--- config.mk ---
export PLATFORM = sky130hd
export DESIGN_NAME = rob_core
export DESIGN_NICKNAME = d
export VERILOG_FILES = /design/src/rtl/rob_pkg.sv /design/src/rtl/rob_ptrs.sv /design/src/rtl/rob_slots.sv /design/src/rtl/rob_retire.sv /design/src/rtl/rob_core.sv
export SDC_FILE = /design/constraint.sdc
export NUM_CORES = 1
export LEC_CHECK = 0
export ABC_CLOCK_PERIOD_IN_PS = 4900
export BUFFER_PORTS_ARGS = -buffer_cell sky130_fd_sc_hd__buf_2
export CORE_UTILIZATION = 45
export DETAILED_ROUTE_END_ITERATION = 7
export GPL_TIMING_DRIVEN = 0
export PLACE_DENSITY = 0.68
export SETUP_SLACK_MARGIN = 0.1
export SYNTH_ARGS = -nofsm -noshare
export SYNTH_HDL_FRONTEND = slang
export SYNTH_SLANG_ARGS = --single-unit
--- constraint.sdc ---
create_clock -name clk -period 4.9 [get_ports clk]
set_input_delay 0 -clock clk [delete_from_list [all_inputs] [get_ports clk]]
set_output_delay 0 -clock clk [all_outputs]
set_load 0.05 [all_outputs]
--- src/rtl/rob_pkg.sv ---
package rob_pkg;
  typedef enum logic [1:0] {
    K_REG    = 2'b00,
    K_STORE  = 2'b01,
    K_BRANCH = 2'b10
  } rob_kind_e;
endpackage

--- src/rtl/rob_ptrs.sv ---
module rob_ptrs #(
  parameter int DEPTH = 8,
  localparam int TAG_W = $clog2(DEPTH),
  localparam int CNT_W = $clog2(DEPTH + 1)
) (
  input  logic             clk,
  input  logic             rst,
  input  logic             push,
  input  logic             pop,
  input  logic             flush,
  output logic [TAG_W-1:0] head,
  output logic [TAG_W-1:0] tail,
  output logic [CNT_W-1:0] count,
  output logic             full,
  output logic             empty
);
  always_ff @(posedge clk) begin
    if (rst) begin
      head  <= '0;
      tail  <= '0;
      count <= '0;
    end else if (flush) begin
      // the flushing entry retires; everything behind it is dropped
      head  <= head + TAG_W'(1);
      tail  <= head + TAG_W'(1);
      count <= '0;
    end else begin
      if (push) tail <= tail + TAG_W'(1);
      if (pop)  head <= head + TAG_W'(1);
      count <= count + CNT_W'(push) - CNT_W'(pop);
    end
  end

  assign full  = (count == CNT_W'(DEPTH));
  assign empty = (count == '0);
endmodule

--- src/rtl/rob_slots.sv ---
module rob_slots
  import rob_pkg::*;
#(
  parameter int DEPTH  = 8,
  parameter int DATA_W = 32,
  parameter int ADDR_W = 32,
  parameter int NLOOK  = 2,
  localparam int TAG_W = $clog2(DEPTH)
) (
  input  logic                          clk,
  input  logic                          rst,
  input  logic                          alloc,
  input  logic [TAG_W-1:0]              alloc_idx,
  input  rob_kind_e                     alloc_kind,
  input  logic [ADDR_W-1:0]             alloc_dest,
  input  logic                          wb_valid,
  input  logic [TAG_W-1:0]              wb_tag,
  input  logic [DATA_W-1:0]             wb_value,
  input  logic [ADDR_W-1:0]             wb_addr,
  input  logic                          wb_mis,
  input  logic                          wb_excp,
  input  logic                          free,
  input  logic                          flush_all,
  input  logic [TAG_W-1:0]              head_idx,
  output logic                          head_valid,
  output logic                          head_ready,
  output rob_kind_e                     head_kind,
  output logic [ADDR_W-1:0]             head_dest,
  output logic [DATA_W-1:0]             head_value,
  output logic                          head_mis,
  output logic                          head_excp,
  input  logic [NLOOK-1:0][TAG_W-1:0]   look_tag,
  output logic [NLOOK-1:0]              look_hit,
  output logic [NLOOK-1:0][DATA_W-1:0]  look_value
);
  logic [DEPTH-1:0]  valid_q;
  logic [DEPTH-1:0]  ready_q;
  rob_kind_e         kind_q  [DEPTH];
  logic [ADDR_W-1:0] dest_q  [DEPTH];
  logic [DATA_W-1:0] value_q [DEPTH];
  logic [DEPTH-1:0]  mis_q;
  logic [DEPTH-1:0]  excp_q;
  logic              wb_hit;

  assign wb_hit = wb_valid && valid_q[wb_tag] && !flush_all;

  // control bits: reset and cleared on discard
  always_ff @(posedge clk) begin
    if (rst || flush_all) begin
      valid_q <= '0;
      ready_q <= '0;
    end else begin
      if (free) valid_q[head_idx] <= 1'b0;
      if (alloc) begin
        valid_q[alloc_idx] <= 1'b1;
        ready_q[alloc_idx] <= 1'b0;
      end
      if (wb_hit) ready_q[wb_tag] <= 1'b1;
    end
  end

  // payload: no reset, qualified by the control bits
  always_ff @(posedge clk) begin
    if (alloc) begin
      kind_q[alloc_idx] <= alloc_kind;
      dest_q[alloc_idx] <= alloc_dest;
      mis_q[alloc_idx]  <= 1'b0;
      excp_q[alloc_idx] <= 1'b0;
    end
    if (wb_hit) begin
      value_q[wb_tag] <= wb_value;
      mis_q[wb_tag]   <= wb_mis;
      excp_q[wb_tag]  <= wb_excp;
      if (kind_q[wb_tag] == K_STORE) dest_q[wb_tag] <= wb_addr;
    end
  end

  assign head_valid = valid_q[head_idx];
  assign head_ready = ready_q[head_idx];
  assign head_kind  = kind_q[head_idx];
  assign head_dest  = dest_q[head_idx];
  assign head_value = value_q[head_idx];
  assign head_mis   = mis_q[head_idx];
  assign head_excp  = excp_q[head_idx];

  for (genvar g = 0; g < NLOOK; g++) begin : g_look
    assign look_hit[g]   = valid_q[look_tag[g]] && ready_q[look_tag[g]];
    assign look_value[g] = value_q[look_tag[g]];
  end
endmodule

--- src/rtl/rob_retire.sv ---
module rob_retire
  import rob_pkg::*;
#(
  parameter int DATA_W = 32,
  parameter int ADDR_W = 32,
  parameter int REG_W  = 5
) (
  input  logic              clk,
  input  logic              rst,
  input  logic              head_valid,
  input  logic              head_ready,
  input  rob_kind_e         head_kind,
  input  logic [ADDR_W-1:0] head_dest,
  input  logic [DATA_W-1:0] head_value,
  input  logic              head_mis,
  input  logic              head_excp,
  output logic              commit,
  output logic              flush_now,
  output logic              rf_we_o,
  output logic [REG_W-1:0]  rf_addr_o,
  output logic [DATA_W-1:0] rf_data_o,
  output logic              mem_we_o,
  output logic [ADDR_W-1:0] mem_addr_o,
  output logic [DATA_W-1:0] mem_data_o,
  output logic              flush_o,
  output logic [DATA_W-1:0] redirect_pc_o,
  output logic              excp_o
);
  logic redirect;

  assign commit    = head_valid && head_ready;
  assign redirect  = commit && !head_excp && head_kind == K_BRANCH && head_mis;
  assign flush_now = redirect || (commit && head_excp);

  always_ff @(posedge clk) begin
    if (rst) begin
      rf_we_o       <= 1'b0;
      rf_addr_o     <= '0;
      rf_data_o     <= '0;
      mem_we_o      <= 1'b0;
      mem_addr_o    <= '0;
      mem_data_o    <= '0;
      flush_o       <= 1'b0;
      redirect_pc_o <= '0;
      excp_o        <= 1'b0;
    end else begin
      rf_we_o  <= commit && !head_excp && head_kind == K_REG;
      mem_we_o <= commit && !head_excp && head_kind == K_STORE;
      flush_o  <= flush_now;
      excp_o   <= commit && head_excp;
      if (commit) begin
        rf_addr_o  <= head_dest[REG_W-1:0];
        rf_data_o  <= head_value;
        mem_addr_o <= head_dest;
        mem_data_o <= head_value;
      end
      if (redirect) redirect_pc_o <= head_value;
    end
  end
endmodule

--- src/rtl/rob_core.sv ---
module rob_core
  import rob_pkg::*;
#(
  parameter int DEPTH  = 8,
  parameter int DATA_W = 32,
  parameter int ADDR_W = 32,
  parameter int REG_W  = 5,
  parameter int NLOOK  = 2,
  localparam int TAG_W = $clog2(DEPTH),
  localparam int CNT_W = $clog2(DEPTH + 1)
) (
  input  logic                          clk,
  input  logic                          rst,
  input  logic                          iss_valid_i,
  input  logic [1:0]                    iss_kind_i,
  input  logic [REG_W-1:0]              iss_reg_i,
  output logic                          iss_ready_o,
  output logic [TAG_W-1:0]              iss_tag_o,
  input  logic                          wb_valid_i,
  input  logic [TAG_W-1:0]              wb_tag_i,
  input  logic [DATA_W-1:0]             wb_value_i,
  input  logic [ADDR_W-1:0]             wb_addr_i,
  input  logic                          wb_mispredict_i,
  input  logic                          wb_excp_i,
  input  logic [NLOOK-1:0][TAG_W-1:0]   look_tag_i,
  output logic [NLOOK-1:0]              look_hit_o,
  output logic [NLOOK-1:0][DATA_W-1:0]  look_value_o,
  output logic                          rf_we_o,
  output logic [REG_W-1:0]              rf_addr_o,
  output logic [DATA_W-1:0]             rf_data_o,
  output logic                          mem_we_o,
  output logic [ADDR_W-1:0]             mem_addr_o,
  output logic [DATA_W-1:0]             mem_data_o,
  output logic                          flush_o,
  output logic [DATA_W-1:0]             redirect_pc_o,
  output logic                          excp_o,
  output logic [CNT_W-1:0]              count_o,
  output logic                          full_o,
  output logic                          empty_o
);
  logic              push, commit, flush_now;
  logic [TAG_W-1:0]  head, tail;
  rob_kind_e         kind_in;
  logic [ADDR_W-1:0] dest_in;
  logic              h_valid, h_ready, h_mis, h_excp;
  rob_kind_e         h_kind;
  logic [ADDR_W-1:0] h_dest;
  logic [DATA_W-1:0] h_value;

  assign kind_in     = rob_kind_e'(iss_kind_i);
  assign dest_in     = (kind_in == K_REG) ? ADDR_W'(iss_reg_i) : '0;
  assign push        = iss_valid_i && !full_o && !flush_now;
  assign iss_ready_o = !full_o;
  assign iss_tag_o   = tail;

  rob_ptrs #(.DEPTH(DEPTH)) u_ptrs (
    .clk(clk), .rst(rst), .push(push), .pop(commit), .flush(flush_now),
    .head(head), .tail(tail), .count(count_o), .full(full_o), .empty(empty_o)
  );

  rob_slots #(.DEPTH(DEPTH), .DATA_W(DATA_W), .ADDR_W(ADDR_W), .NLOOK(NLOOK)) u_slots (
    .clk(clk), .rst(rst),
    .alloc(push), .alloc_idx(tail), .alloc_kind(kind_in), .alloc_dest(dest_in),
    .wb_valid(wb_valid_i), .wb_tag(wb_tag_i), .wb_value(wb_value_i),
    .wb_addr(wb_addr_i), .wb_mis(wb_mispredict_i), .wb_excp(wb_excp_i),
    .free(commit), .flush_all(flush_now), .head_idx(head),
    .head_valid(h_valid), .head_ready(h_ready), .head_kind(h_kind),
    .head_dest(h_dest), .head_value(h_value), .head_mis(h_mis), .head_excp(h_excp),
    .look_tag(look_tag_i), .look_hit(look_hit_o), .look_value(look_value_o)
  );

  rob_retire #(.DATA_W(DATA_W), .ADDR_W(ADDR_W), .REG_W(REG_W)) u_retire (
    .clk(clk), .rst(rst),
    .head_valid(h_valid), .head_ready(h_ready), .head_kind(h_kind),
    .head_dest(h_dest), .head_value(h_value), .head_mis(h_mis), .head_excp(h_excp),
    .commit(commit), .flush_now(flush_now),
    .rf_we_o(rf_we_o), .rf_addr_o(rf_addr_o), .rf_data_o(rf_data_o),
    .mem_we_o(mem_we_o), .mem_addr_o(mem_addr_o), .mem_data_o(mem_data_o),
    .flush_o(flush_o), .redirect_pc_o(redirect_pc_o), .excp_o(excp_o)
  );
endmodule

# Word level (Yosys, flattened, before mapping)

Memories as Yosys holds them, arrays and structs flattened. A register that Yosys moved wholly into a read port is not among the register bits.
Cells that the tools add are included.

RAM bits: 528
Memories kept: 3
Flip-flop bits (word level): 147

Add/sub/neg operators: 4
Magnitude comparators: 8
Reduce and logical (&&, ||, !) cells: 27
Equality and inequality tests: 4
Bitwise gates (word level): 8
Muxes and demuxes: 54

Memories:

| name            | depth | bits a word | read ports | clocked after memory_dff | wr ports | RTL line        | source |
|---|---|---|---|---|---|---|---|
| u_slots.dest_q  | 8     | 32          | 1          | 1                        | 2        | rob_slots.sv:39 | `logic [ADDR_W-1:0] dest_q [DEPTH];` |
| u_slots.value_q | 8     | 32          | 3          | 1                        | 1        | rob_slots.sv:40 | `logic [DATA_W-1:0] value_q [DEPTH];` |
| u_slots.kind_q  | 8     | 2           | 2          | 1                        | 1        | rob_slots.sv:38 | `rob_kind_e kind_q [DEPTH];` |

Operator list:

| operator                                                                            | count |
|---|---|
| 8-bit two-way mux                                                                   | 10 |
| 8-bit bitwise AND                                                                   | 4 |
| 3-bit two-way mux                                                                   | 10 |
| 1-bit binary-select mux with 3-bit select                                           | 9 |
| 3-bit by 4-bit < comparator with 1-bit output, second input constant                | 5 |
| 1-bit two-way mux                                                                   | 19 |
| 8-bit bitwise mux                                                                   | 2 |
| 1-bit logical AND                                                                   | 16 |
| 8-bit inverter                                                                      | 2 |
| 8-bit bitwise OR                                                                    | 2 |
| 1-bit demux with 3-bit select                                                       | 3 |
| 3-bit by 1-bit greater-or-equal comparator with 1-bit output, second input constant | 3 |
| 3-bit by 1-bit adder with 3-bit output, second input constant                       | 2 |
| 5-bit two-way mux                                                                   | 1 |
| 4-bit by 1-bit adder with 4-bit output                                              | 1 |
| 2-bit by 1-bit equality test with 1-bit output, second input constant               | 2 |
| 4-bit equality test, second input constant                                          | 1 |
| 2-bit logical NOT                                                                   | 2 |
| 4-bit logical NOT                                                                   | 1 |
| 2-bit nonzero test                                                                  | 2 |
| 4-bit by 1-bit subtractor with 4-bit output                                         | 1 |
| 1-bit logical NOT                                                                   | 3 |
| 2-bit equality test, second input constant                                          | 1 |
| 1-bit logical OR                                                                    | 2 |
| 2-bit OR reduction                                                                  | 1 |

# Longest topological paths before layout

Word-level depth: 13
Mapped depth: 14
Gate-level depth less buffers: 10

# Cells and area by module

A second synthesis with hierarchy kept.

Cell total of the unflattened synthesis: 2038
Area, all modules: 33019.2 sq um

Modules (own cells, without submodules):

| module     | seq. area each (sq um) | instances | cells an instance | area an instance (sq um) |
|---|---|---|---|---|
| rob_slots  | 16495.8                | 1         | 1502              | 28372.2 |
| rob_retire | 2001.9                 | 1         | 468               | 4028.9 |
| rob_ptrs   | 200.2                  | 1         | 60                | 565.5 |
| rob_core   | 0.0                    | 1         | 8                 | 52.6 |

# Worst setup path after synthesis

No wires, ideal clock.

Kind: reg2reg
Start: register u_ptrs.head[1]
End: memory u_slots.value_q[0][0] (enable)
Setup slack: 0.234 ns
Setup time: 0.466 ns
Required time: 4.434 ns
Stages on the path, launching flop included: 9
Path buffers: 3
Clock period less this slack: 4.666 ns
Arrival: 4.200 ns
Cells stage by stage: dfxtp_1 buf_6 mux4_2 mux2i_1 nor3_2 o21a_4 buf_6 buf_2 nor3_1

Longest elaborated chain between the ends: 11
Elaborated cells between the ends (all ways): 19
Those cells by class: mux: 10; reduce/logical: 9

RTL lines:

| element                                                       | RTL line                                          | source |
|---|---|---|
| start: declaration                                            | rob_ptrs.sv:11                                    | `output logic [TAG_W-1:0] head,` |
| start signal: assignment                                      | rob_ptrs.sv:24                                    | `head <= head + TAG_W'(1);` |
| start signal: assignment                                      | rob_ptrs.sv:29                                    | `if (pop) head <= head + TAG_W'(1);` |
| 1-bit binary-select mux with 3-bit select (on tied branches)  | rob_slots.sv:78, rob_slots.sv:79, rob_slots.sv:84 |  |
| 1-bit two-way mux (on tied branches)                          | rob_slots.sv:78, rob_slots.sv:79, rob_slots.sv:84 |  |
| 1-bit logical AND / 1-bit logical NOT (equally long branches) | rob_retire.sv:31, rob_retire.sv:32                |  |
| 1-bit logical AND (3 in a row)                                | rob_retire.sv:32                                  | `assign redirect = commit && !head_excp && head_kind == K_BRANCH && head_mis;` |
| 1-bit logical OR (*)                                          | rob_retire.sv:33                                  | `assign flush_now = redirect \|\| (commit && head_excp);` |
| 1-bit logical NOT (*)                                         | rob_slots.sv:45                                   | `assign wb_hit = wb_valid && valid_q[wb_tag] && !flush_all;` |
| 1-bit logical AND (*)                                         | rob_slots.sv:45                                   |  |
| 1-bit two-way mux (*)                                         | rob_slots.sv:70                                   | `if (wb_hit) begin` |
| 1-bit two-way mux (implied by the code) (*)                   | rob_slots.sv:71                                   | `value_q[wb_tag] <= wb_value;` |
| end: declaration                                              | rob_slots.sv:40                                   |  |

Mark *: on every way between the ends. The rest lies on a longest branch, timed or not. The select of a mux whose other input is x is not followed.

# Final worst setup path

Start: register u_ptrs.head[0]
End: memory u_slots.value_q[6][3] (enable)

Same word-level chain as after synthesis.

==> reports/metrics.cfg <==
[die]
rows = 97
die_width_um = 268
ios = 299
fp.dieH_um = 268
core_area_um2 = 69900
dieArea_um2 = 71700
start_util_pct = 45.5

[route]
wl_per_cell_um = 27.0
vias_per_cell = 5.94
drt_wl_total_mm = 93.4
route.vias.total = 20500
drc_errors = 0
first_iter_violations = 2050
ant_nets = 0
dr.pass1.iters = 6

[setup_path]
worst-path-buf-inv = 7
arrival_ps = 4650
cp-start-kind = register
crit_start = u_ptrs.head[0]
path_cells = clkbuf_1 > mux4_2 > mux2i_1 > inv_2 > o21a_4 > buf_6 > buf_2 > nor3_2 > buf_6 > buf_4 > buf_6
path_class = register to register
crit_required_ps = 5220
crit_top_cell = buf_6
critPathSlowestCell = nor3_2
path_max_fanout = 10
r2r_start = u_ptrs.head[0]
slowest_delay_ps = 790
worst_setup_path_end_kind = register
r2r_slack_ps = 570
critical_path.top_delay_family = buffers and inverters

[yosys]
seq_area_frac_synth_pct = 59.0
muxShareOfSynthArea_pct = 25.3
synth_edf_count = 528
synth_flop_cell = edfxtp_1
netlist_area_um2 = 31800
syn-instance-count = 1980
synth.net_count = 2075
synth_fa_ha_area_share_pct = 0.378
avgSynthCellArea_um2 = 16.0
synth_cell_types = 52
yosys.area_share.simple_pct = 7.92
yosys_warnings = 0
synthArstFlopShare_pct = 0
synth-seq-cells = 673
synth_xor_xnor_area_share_pct = 0.165
synth_top_family_by_area = multiplexers
synth_compound_area_share_pct = 3.88

[layout]
synthToLayoutAreaGrowth_pct = 20.2
fin_nets = 2545
final_cell_count_no_fill = 3453
drive_gt1_share_pct = 36.1
nFillCells = 5645

[sta]
fin_crit_sh_pct = 88.4
maxSlewViolCount = 0
rsz0062_at_grt = false
max_freq_ghz = 0.231
tightest_slew_ps = 1240
relSlewSlack_pct = 17.6
setup_viol = 0
fin_crit_ps = 4330
holdWs_ps = 50.5
finalClockSkew_ps = 20.0
hold_violations = 0

[power]
p_per_area_nw_per_um2 = 343
leakagePower_nw = 13.4
vdd_drop_max_v = 0.000292

[global_routing]
use_met2_pct = 44.3
grt_pass1_wl_mm = 135
grt_use_total_pct = 26.1
grt_pass1_vias = 20800
overflow = 0
grtUsageMet3_pct = 6.65
grt_start_max_net_pins = 23
met1_usage_pct = 32.2
grt_antenna_before_repair = 9
top_usage_layer = met2

[min_path]
min_path_type = input pin to register
worstHoldStart = iss_reg_i[2]

[place]
portBuffers = 288
place_inst = 3246
place.gp.congestion = 0.888
dpl.hpwl_mm = 65.1

[clocking]
clk_pin_slew_ps = 60
cts_buffers = 73
h-tree-depth = 3
cts_root_buffer = clkbuf_16
clk_path_buf_depth = 3
cts_sinks = 673
cts_tree = yes
clkLatencyLatePin_ps = 630

[flow_run]
cap_violations = 0

[status]
status = finished, final reports clean

[placed cells by master (no fill, tap or decap), types with 73 or more instances in the layout]
cell / Yosys / final
mux2i_1: 74 / 74
edfxtp_1: 528 / 528
mux4_2: 270 / 270
nor2_1: 138 / 137
clkbuf_16: 0 / 73
dfxtp_1: 145 / 145
a211oi_1: 99 / 99
and2_1: 225 / 225
clkbuf_1: 72 / 88
mux2_2: 87 / 87
buf_2: 35 / 323
[final timing paths]
kind,end,cells after the start
min,u_slots.dest_q[6][2],4
max reg2reg,u_slots.value_q[6][3],11
max,u_slots.value_q[6][3],11
min reg2reg,u_slots.mis_q[1],2
[through the flow]
step / setup WS [ps] / power (mW) / setup TNS (ps) / cell area (um^2) / util (%)
global route: 372 / 13.5 / 0 / 38200 / 54.6
floorplan: 234 / 7.23 / 0 / 31800 / -
global placement: -3700 / 7.60 / -1176900 / 34400 / 49.2
detailed placement: -570 / 7.64 / -1550 / 35100 / 50.2
CTS: 127 / 13.2 / 0 / 38200 / 54.6
finish: 570 / 13.1 / 0 / 38200 / 54.6
[sequential cells by signal, indices dropped and copies added (netlist names), 3 cells and up, named ones only]
name / count
u_slots.dest_q: 256
u_slots.value_q: 256
u_retire.rf_data_o: 32
u_retire.redirect_pc_o: 32
u_ptrs.count: 4
u_slots.valid_q: 8
u_ptrs.tail: 3
u_slots.kind_q: 16
u_slots.ready_q: 8
u_retire.mem_addr_o: 32
u_slots.mis_q: 8
u_slots.excp_q: 8
u_ptrs.head: 3
[power by group]
part           internal [mW]  total (mW)  switching, mW  leakage [nW]
Clock                   3.23        5.55           2.32          1.17
Sequential              6.29        6.35         0.0612          6.27
Combinational          0.439        1.23          0.788          5.96
Total                   9.96        13.1           3.16          13.4
[synth_stat cells (10+ instances only)]
| library cell | count | area, um^2 |
|---|---|---|
| mux2_1 | 21 | 236 |
| edfxtp_1 | 528 | 15900 |
| mux2i_1 | 74 | 741 |
| nand3_1 | 13 | 65.1 |
| mux4_2 | 270 | 6080 |
| dfxtp_1 | 145 | 2900 |
| buf_1 | 42 | 158 |
| buf_2 | 35 | 175 |
| nor2_1 | 138 | 518 |
| a22o_1 | 10 | 87.6 |
| a21oi_1 | 32 | 160 |
| buf_4 | 37 | 278 |
| inv_1 | 19 | 71.3 |
| mux2_2 | 87 | 980 |
| nand2_1 | 26 | 97.6 |
| and2_1 | 225 | 1410 |
| a211oi_1 | 99 | 743 |
| o2bb2ai_1 | 10 | 87.6 |
| clkbuf_1 | 72 | 270 |
[cell type report]
cell class	count	area (um^2)	area share [%]
Antenna cell	4	10.0	0.0262
Tap cell	940	1180	3.08
Clock inverter	37	404	1.06
Timing Repair Buffer	396	2730	7.14
Clock buffer	97	1980	5.17
Inverter	20	75.1	0.197
Buffer	194	981	2.57
Sequential cell	673	18800	49.1
Multi-Input combinational cell	1092	12100	31.7
[worst reg2reg max path, stage by stage (launching register included)]
cell and delay (ps):
dfxtp_1 360, clkbuf_1 490, mux4_2 410, mux2i_1 560, inv_2 70, o21a_4 260, buf_6 170, buf_2 220
nor3_2 790, buf_6 260, buf_4 240, buf_6 190
[metal layers]
| layer | up-vias | part of all wire, % |
|---|---|---|
| li1 | 8692 | - |
| met1 | 10500 | 38 |
| met2 | 1050 | 50 |
| met3 | 202 | 8.9 |
| met4 | 10 | 3.3 |
| met5 | - | 0.075 |
[kinds of logic (layout without fill, tap and decap cells)]
family / after synthesis / after routing
AOI/OAI and AO/OA: 173 / 173
buffers and inverters: 215 / 744
other: 0 / 4
adders and majority gates: 9 / 9
and+or+nand+nor: 452 / 452
DFF: 673 / 673
xor gates and xnor gates: 6 / 6
muxes: 452 / 452
[what timing repair did]
item | CTS | global route
endpoints found under the setup margin | 4 | 3
setup buffers | 0 | 0
endpoints found under the hold margin | 550 | 0
gates resized for setup | 2 | 0
hold buffers | 70 | 0
(Power assumes the default switching activity.)
